## config.mk

```make
export PLATFORM = sky130hd
export DESIGN_NAME = pwrGateSeq
export DESIGN_NICKNAME = d
export VERILOG_FILES = /design/src/rtl/pgsPkg.sv /design/src/rtl/pgsCtrl.sv /design/src/rtl/pgsDatapath.sv /design/src/rtl/pwrGateSeq.sv
export SDC_FILE = /design/constraint.sdc
export NUM_CORES = 1
export LEC_CHECK = 0
export BUFFER_PORTS_ARGS = -buffer_cell sky130_fd_sc_hd__buf_2
export CAP_MARGIN = 15
export CORE_AREA = 2 2 51 53
export CTS_BUF_LIST = sky130_fd_sc_hd__clkbuf_2 sky130_fd_sc_hd__clkbuf_4 sky130_fd_sc_hd__clkbuf_8
export CTS_CLUSTER_DIAMETER = 30
export DETAILED_ROUTE_END_ITERATION = 10
export DIE_AREA = 0 0 53 55
export PLACE_DENSITY = 0.84
export SYNTH_ARGS = -nofsm -noshare
export SYNTH_HDL_FRONTEND = slang
export SYNTH_SLANG_ARGS = --single-unit
export TNS_END_PERCENT = 30
```

## constraint.sdc

```tcl
create_clock -name clk -period 2.3 [get_ports clk]
set_clock_uncertainty 0.2 [all_clocks]
set_input_delay 0.23 -clock clk [delete_from_list [all_inputs] [get_ports clk]]
set_output_delay 0.23 -clock clk [all_outputs]
set_load 0.01 [all_outputs]
```

## src/rtl/pgsPkg.sv

```systemverilog
package pgsPkg;

  typedef enum logic [3:0] {
    ST_ON, ST_DCLK, ST_DSAVE, ST_DISO, ST_DOFF,
    ST_OFF, ST_UON, ST_UREST, ST_UDEISO, ST_ERR
  } seqState_e;

  typedef struct packed {
    logic gateClk;
    logic ungateClk;
    logic setIso;
    logic clrIso;
    logic switchOff;
    logic switchOn;
    logic pulseSave;
    logic pulseRestore;
    logic loadTimer;
  } seqCmd_t;

  localparam int CODE_W = 3;
  localparam logic [CODE_W-1:0] CODE_ON   = 3'd0;
  localparam logic [CODE_W-1:0] CODE_DOWN = 3'd1;
  localparam logic [CODE_W-1:0] CODE_OFF  = 3'd2;
  localparam logic [CODE_W-1:0] CODE_UP   = 3'd3;
  localparam logic [CODE_W-1:0] CODE_ERR  = 3'd4;

endpackage

```

## src/rtl/pgsCtrl.sv

```systemverilog
module pgsCtrl
  import pgsPkg::*;
#(
  parameter int TMR_W = 8
) (
  input  logic              clk,
  input  logic              rstN,
  input  logic              sleepReq,
  input  logic              wakeReq,
  input  logic              retainEn,
  input  logic              pwrGood,
  input  logic              retDone,
  input  logic              timedOut,
  output seqCmd_t           cmd,
  output logic [CODE_W-1:0] stateCode,
  output logic              errFlag
);

  seqState_e state, nextState;
  logic      wakePend;
  logic      inDown;

  assign inDown = (state == ST_DCLK) || (state == ST_DSAVE) ||
                  (state == ST_DISO) || (state == ST_DOFF);

  always_comb begin
    nextState = state;
    cmd       = '0;
    unique case (state)
      ST_ON: if (sleepReq) begin
        nextState   = ST_DCLK;
        cmd.gateClk = 1'b1;
      end
      ST_DCLK: if (retainEn) begin
        nextState     = ST_DSAVE;
        cmd.pulseSave = 1'b1;
        cmd.loadTimer = 1'b1;
      end else begin
        nextState  = ST_DISO;
        cmd.setIso = 1'b1;
      end
      ST_DSAVE: if (retDone) begin
        nextState  = ST_DISO;
        cmd.setIso = 1'b1;
      end else if (timedOut) begin
        nextState = ST_ERR;
      end
      ST_DISO: begin
        nextState     = ST_DOFF;
        cmd.switchOff = 1'b1;
        cmd.loadTimer = 1'b1;
      end
      ST_DOFF: if (!pwrGood) begin
        nextState = ST_OFF;
      end else if (timedOut) begin
        nextState = ST_ERR;
      end
      ST_OFF: if (wakePend || wakeReq) begin
        nextState     = ST_UON;
        cmd.switchOn  = 1'b1;
        cmd.loadTimer = 1'b1;
      end
      ST_UON: if (pwrGood) begin
        if (retainEn) begin
          nextState        = ST_UREST;
          cmd.pulseRestore = 1'b1;
          cmd.loadTimer    = 1'b1;
        end else begin
          nextState  = ST_UDEISO;
          cmd.clrIso = 1'b1;
        end
      end else if (timedOut) begin
        nextState = ST_ERR;
      end
      ST_UREST: if (retDone) begin
        nextState  = ST_UDEISO;
        cmd.clrIso = 1'b1;
      end else if (timedOut) begin
        nextState = ST_ERR;
      end
      ST_UDEISO: begin
        nextState     = ST_ON;
        cmd.ungateClk = 1'b1;
      end
      ST_ERR: nextState = ST_ERR;
      default: nextState = ST_ERR;
    endcase
  end

  always_ff @(posedge clk or negedge rstN) begin
    if (!rstN) state <= ST_ON;
    else       state <= nextState;
  end

  always_ff @(posedge clk or negedge rstN) begin
    if (!rstN)                                     wakePend <= 1'b0;
    else if (state == ST_OFF && nextState == ST_UON) wakePend <= 1'b0;
    else if (wakeReq && inDown)                    wakePend <= 1'b1;
  end

  always_comb begin
    unique case (state)
      ST_ON:                                  stateCode = CODE_ON;
      ST_DCLK, ST_DSAVE, ST_DISO, ST_DOFF:    stateCode = CODE_DOWN;
      ST_OFF:                                 stateCode = CODE_OFF;
      ST_UON, ST_UREST, ST_UDEISO:            stateCode = CODE_UP;
      default:                                stateCode = CODE_ERR;
    endcase
  end

  assign errFlag = (state == ST_ERR);

  AST_ERR_STICKY: assert property (@(posedge clk) disable iff (!rstN)
    (state == ST_ERR) |=> (state == ST_ERR));
  AST_WAKE_HELD: assert property (@(posedge clk) disable iff (!rstN)
    (wakePend && state != ST_OFF) |=> wakePend);
  AST_WAKE_SERVED: assert property (@(posedge clk) disable iff (!rstN)
    (state == ST_OFF && wakePend) |=> (state == ST_UON));
  AST_OFF_STAYS: assert property (@(posedge clk) disable iff (!rstN)
    (state == ST_OFF && !wakePend && !wakeReq) |=> (state == ST_OFF));
  AST_SAVE_TIMEOUT: assert property (@(posedge clk) disable iff (!rstN)
    (state == ST_DSAVE && !retDone && timedOut) |=> (state == ST_ERR));

endmodule

```

## src/rtl/pgsDatapath.sv

```systemverilog
module pgsDatapath
  import pgsPkg::*;
#(
  parameter int TMR_W = 8
) (
  input  logic             clk,
  input  logic             rstN,
  input  seqCmd_t          cmd,
  input  logic [TMR_W-1:0] timeoutLimit,
  output logic             clkEn,
  output logic             saveStb,
  output logic             restoreStb,
  output logic             isoEn,
  output logic             pwrSwEn,
  output logic             timedOut
);

  localparam logic [TMR_W-1:0] CNT_MAX = {TMR_W{1'b1}};

  logic [TMR_W-1:0] waitCnt;

  always_ff @(posedge clk or negedge rstN) begin
    if (!rstN) begin
      clkEn      <= 1'b1;
      isoEn      <= 1'b0;
      pwrSwEn    <= 1'b1;
      saveStb    <= 1'b0;
      restoreStb <= 1'b0;
    end else begin
      if (cmd.gateClk)        clkEn   <= 1'b0;
      else if (cmd.ungateClk) clkEn   <= 1'b1;
      if (cmd.setIso)         isoEn   <= 1'b1;
      else if (cmd.clrIso)    isoEn   <= 1'b0;
      if (cmd.switchOff)      pwrSwEn <= 1'b0;
      else if (cmd.switchOn)  pwrSwEn <= 1'b1;
      saveStb    <= cmd.pulseSave;
      restoreStb <= cmd.pulseRestore;
    end
  end

  always_ff @(posedge clk or negedge rstN) begin
    if (!rstN)                waitCnt <= '0;
    else if (cmd.loadTimer)   waitCnt <= '0;
    else if (waitCnt != CNT_MAX) waitCnt <= waitCnt + 1'b1;
  end

  assign timedOut = (waitCnt == timeoutLimit);

  AST_SAVE_CLK_OFF: assert property (@(posedge clk) disable iff (!rstN)
    (saveStb || restoreStb) |-> !clkEn);
  AST_SAVE_PULSE: assert property (@(posedge clk) disable iff (!rstN)
    saveStb |=> !saveStb);
  AST_RESTORE_PULSE: assert property (@(posedge clk) disable iff (!rstN)
    restoreStb |=> !restoreStb);
  AST_ISO_BEFORE_CUT: assert property (@(posedge clk) disable iff (!rstN)
    $fell(pwrSwEn) |-> (isoEn && !clkEn));
  AST_PWR_BEFORE_RELEASE: assert property (@(posedge clk) disable iff (!rstN)
    $fell(isoEn) |-> pwrSwEn);
  AST_CLK_LAST: assert property (@(posedge clk) disable iff (!rstN)
    $rose(clkEn) |-> (!isoEn && pwrSwEn));

endmodule

```

## src/rtl/pwrGateSeq.sv

```systemverilog
module pwrGateSeq
  import pgsPkg::*;
#(
  parameter int TMR_W = 8
) (
  input  logic             clk,
  input  logic             rstN,
  input  logic             sleepReq,
  input  logic             wakeReq,
  input  logic             retainEn,
  input  logic [TMR_W-1:0] timeoutLimit,
  input  logic             pwrGood,
  input  logic             retDone,
  output logic             clkEn,
  output logic             saveStb,
  output logic             restoreStb,
  output logic             isoEn,
  output logic             pwrSwEn,
  output logic [2:0]       stateCode,
  output logic             errFlag
);

  seqCmd_t seqCmd;
  logic    timedOut;

  pgsCtrl #(.TMR_W(TMR_W)) u_ctrl (
    .clk       (clk),
    .rstN      (rstN),
    .sleepReq  (sleepReq),
    .wakeReq   (wakeReq),
    .retainEn  (retainEn),
    .pwrGood   (pwrGood),
    .retDone   (retDone),
    .timedOut  (timedOut),
    .cmd       (seqCmd),
    .stateCode (stateCode),
    .errFlag   (errFlag)
  );

  pgsDatapath #(.TMR_W(TMR_W)) u_dp (
    .clk          (clk),
    .rstN         (rstN),
    .cmd          (seqCmd),
    .timeoutLimit (timeoutLimit),
    .clkEn        (clkEn),
    .saveStb      (saveStb),
    .restoreStb   (restoreStb),
    .isoEn        (isoEn),
    .pwrSwEn      (pwrSwEn),
    .timedOut     (timedOut)
  );

endmodule

```

==> flow_metrics.py <==
metrics = {
    "sta": {
        "final.min_clock_period_ps": 2190,
        "rsz0062_at_grt": "false",
        "max_slew_margin": 0.587,
        "drv_slew": 0,
        "max_clock_freq_mhz": 456,
        "setup_violations": 0,
        "tightest_slew_ps": 620,
        "fin_crit_sh": 0.953,
        "finalHoldViolCount": 0,
        "finalSetupTns_ps": 0,
    },
    "critical_path": {
        "worstPathRequired_ps": 1870,
        "crit_path_cell_trace": "nor3_1, buf_4, a22o_1, buf_2",
        "critPathArrivalTime_ps": 1760,
        "end_kind": "output pin",
        "slowest_stage": "dfrtp_1",
        "worstPathMaxFanout": 20,
        "r2r_start": "u_ctrl.state[1]$_DFF_PN0_",
        "crit_type": "flip-flop to output pin",
        "cp-start-kind": "flip-flop",
        "critPathLaunch": "u_ctrl.state[2]$_DFF_PN0_",
        "cpPeakStageDelay_ps": 750,
    },
    "synthesis": {
        "ys_seq_area_frac": 0.357,
        "synth_top_area_frac": 0.315,
        "ys_ff_latch": 18,
        "ys_warn_count": 0,
        "syn_area_per_cell_um2": 8.47,
        "synth_edf_count": 0,
        "syn_inst": 150,
        "syn_area_mm2": 0.00127,
        "synth_area_leaders": "dfrtp_1 (32%), xor2_1 (6.2%), nor2_1 (5.9%), dfstp_2 (4.1%), a21oi_1 (3.9%)",
        "syn_nets": 166,
        "synth_top_cell_by_area": "dfrtp_1",
        "synth_cell_types": 47,
        "ys.flop_type": "dfrtp_1",
        "async_reset_ff_frac": 1.00,
    },
    "worst_hold_path": {
        "holdCritPathClass": "input port to flip-flop",
        "worstHoldStart": "sleepReq",
    },
    "grt": {
        "grt_antenna_before_repair": 0,
        "busiest_layer": "met2",
        "grt_pass1_wl_mm": 4.80,
        "grt_start_max_net_pins": 21,
        "grt.met3_usage": 0.0403,
        "grt_use_met2": 0.342,
        "grt.overflow.total": 0,
        "use_met1": 0.323,
        "grt_usage": 0.224,
        "grt_pass1_vias": 1088,
    },
    "clock_network": {
        "htree_levels": 1,
        "tritoncts": "yes",
        "cts_root_buf": "clkbuf_4",
        "clk_pin_slew_ps": 100,
        "numCtsBuffers": 3,
        "clock_latency_ps": 300,
        "cts_buffer_depth": 2,
        "clkSinkCount": 18,
        "ctsResizeCount": 0,
    },
    "power_and_ir_drop": {
        "powerDensity_mw_per_mm2": 1190,
        "p_leak_nw": 0.641,
        "vdd_drop_max_uv": 830,
    },
    "layout": {
        "nets": 189,
        "fin_cells": 202,
        "area.growth.synth_to_final_pct": 13.7,
        "final_util": 0.611,
        "drive_gt1_frac": 0.227,
        "diodes": 0,
    },
    "placed_design": {
        "gp_congestion": 0.909,
        "dp.cells": 197,
        "dp_hpwl_mm": 2.07,
        "numPortBuffers": 23,
    },
    "routing": {
        "vias": 1194,
        "dr.first_iter.drc_count": 37,
        "wl_mm": 2.77,
        "viasPerCell": 5.91,
        "drc": 0,
        "wire_per_inst_um": 13.7,
        "first_pass_iters": 4,
        "ant_nets": 0,
    },
    "die": {
        "io_pins": 24,
        "die_w_um": 53,
        "die_h_um": 55,
        "coreArea_mm2": 0.00236,
        "die_area_mm2": 0.00292,
        "rows": 18,
        "start_util": 0.537,
    },
    "job": {
        "cap_violations": 0,
    },
    "status": {
        "status": "finished, final reports clean",
    },
}
## cells in the mapped netlist (all sizes together) (4+ instances only)
master,instances
o21ai,5
dfrtp,16
a31oi,4
inv,5
a21oi,10
xor2,10
nor2,20
nor3,8
nand2,12
buf,7
## layout by cell type (no fill, tap or decap), drive strengths merged, types with 2 or more instances in the layout
| cell type | count |
|---|---|
| clkbuf | 4 |
| inv | 5 |
| a22o | 2 |
| a21oi | 10 |
| xor2 | 10 |
| nor2b | 3 |
| nor2 | 20 |
| nor3b | 2 |
| o22ai | 2 |
| a31oi | 4 |
| nand2b | 2 |
| mux2i | 3 |
| o31a | 2 |
| o31ai | 2 |
| nand3 | 3 |
| o21ai | 5 |
| or3 | 3 |
| nor4 | 2 |
| o21a | 2 |
| nand2 | 12 |
| dfrtp | 16 |
| dfstp | 2 |
| nor3 | 8 |
| nand4 | 3 |
| a211oi | 2 |
| buf | 26 |
## critical path, delay by kind of cell, from the launching register on
kind	cells	cell delay (ps)
simple gates	1	170
buf+inv	2	330
compound gates	1	230
flops	1	750
## layout make-up
type                    count  area, um^2
fillers                   213         921
multi-input cells         118         751
flip-flops and latches     18         453
repair buffers             27         148
well taps                  30        37.5
clock buffers               4        36.3
inverters                   5        18.8
## logic make-up after synthesis
group	count (synthesis)	synth area share
mux	3	0.0236
fa+ha+maj	1	0.00985
xor+xnor	10	0.0749
buf+inv	14	0.0522
compound gates	38	0.201
simple gates	66	0.282
flops	18	0.357
## registers in the layout, indices dropped and copies added (netlist names)
signal / cells
u_ctrl.wakePend: 1
u_dp.waitCnt: 8
u_dp.pwrSwEn: 1
u_dp.isoEn: 1
u_dp.clkEn: 1
u_dp.saveStb: 1
u_ctrl.state: 4
u_dp.restoreStb: 1
## per-layer routing
metal,part of all wire,vias to the layer above
met5,0,-
met4,0.0097,0
met3,0.060,4
met2,0.46,45
met1,0.47,557
li1,-,588
## where the power goes
group          internal, mW  total [mW]  switching, mW
clock network        0.0966       0.203          0.106
registers             0.432       0.647          0.215
logic                 0.405       0.871          0.466
## final timing paths
kind / to / slack, ps / depth (start not counted)
max: stateCode[1] / 110 / 4
min: u_dp.clkEn$_DFFE_PN1P_ / 50 / 3
max reg2reg: u_ctrl.state[2]$_DFF_PN0_ / 350 / 4
min reg2reg: u_dp.pwrSwEn$_DFFE_PN1P_ / 300 / 2
max in group asynchronous: u_dp.clkEn$_DFFE_PN1P_ / 1400 / 2
min in group asynchronous: u_dp.waitCnt[3]$_DFFE_PN0P_ / 170 / 2
## through the flow
stage / setup WS, ps / power, mW / cell area (um^2) / hold WS (ps)
finish: 108 / 1.72 / 1440 / 45.7
detailed placement: 409 / 1.51 / 1400 / -18.7
CTS: 148 / 1.72 / 1440 / 42.7
global placement: 464 / 1.49 / 1400 / -10.9
global route: 27.6 / 1.88 / 1440 / 30.1
floorplan: 564 / 1.27 / 1270 / -266
## repair_timing
action                                  4_1_cts  5_1_grt
endpoints found under the setup margin        0        0
endpoints found under the hold margin        18        0
hold buffers                                  1        0
buffers inserted                              0        0
No activity file was read; power rests on OpenSTA's default activity.
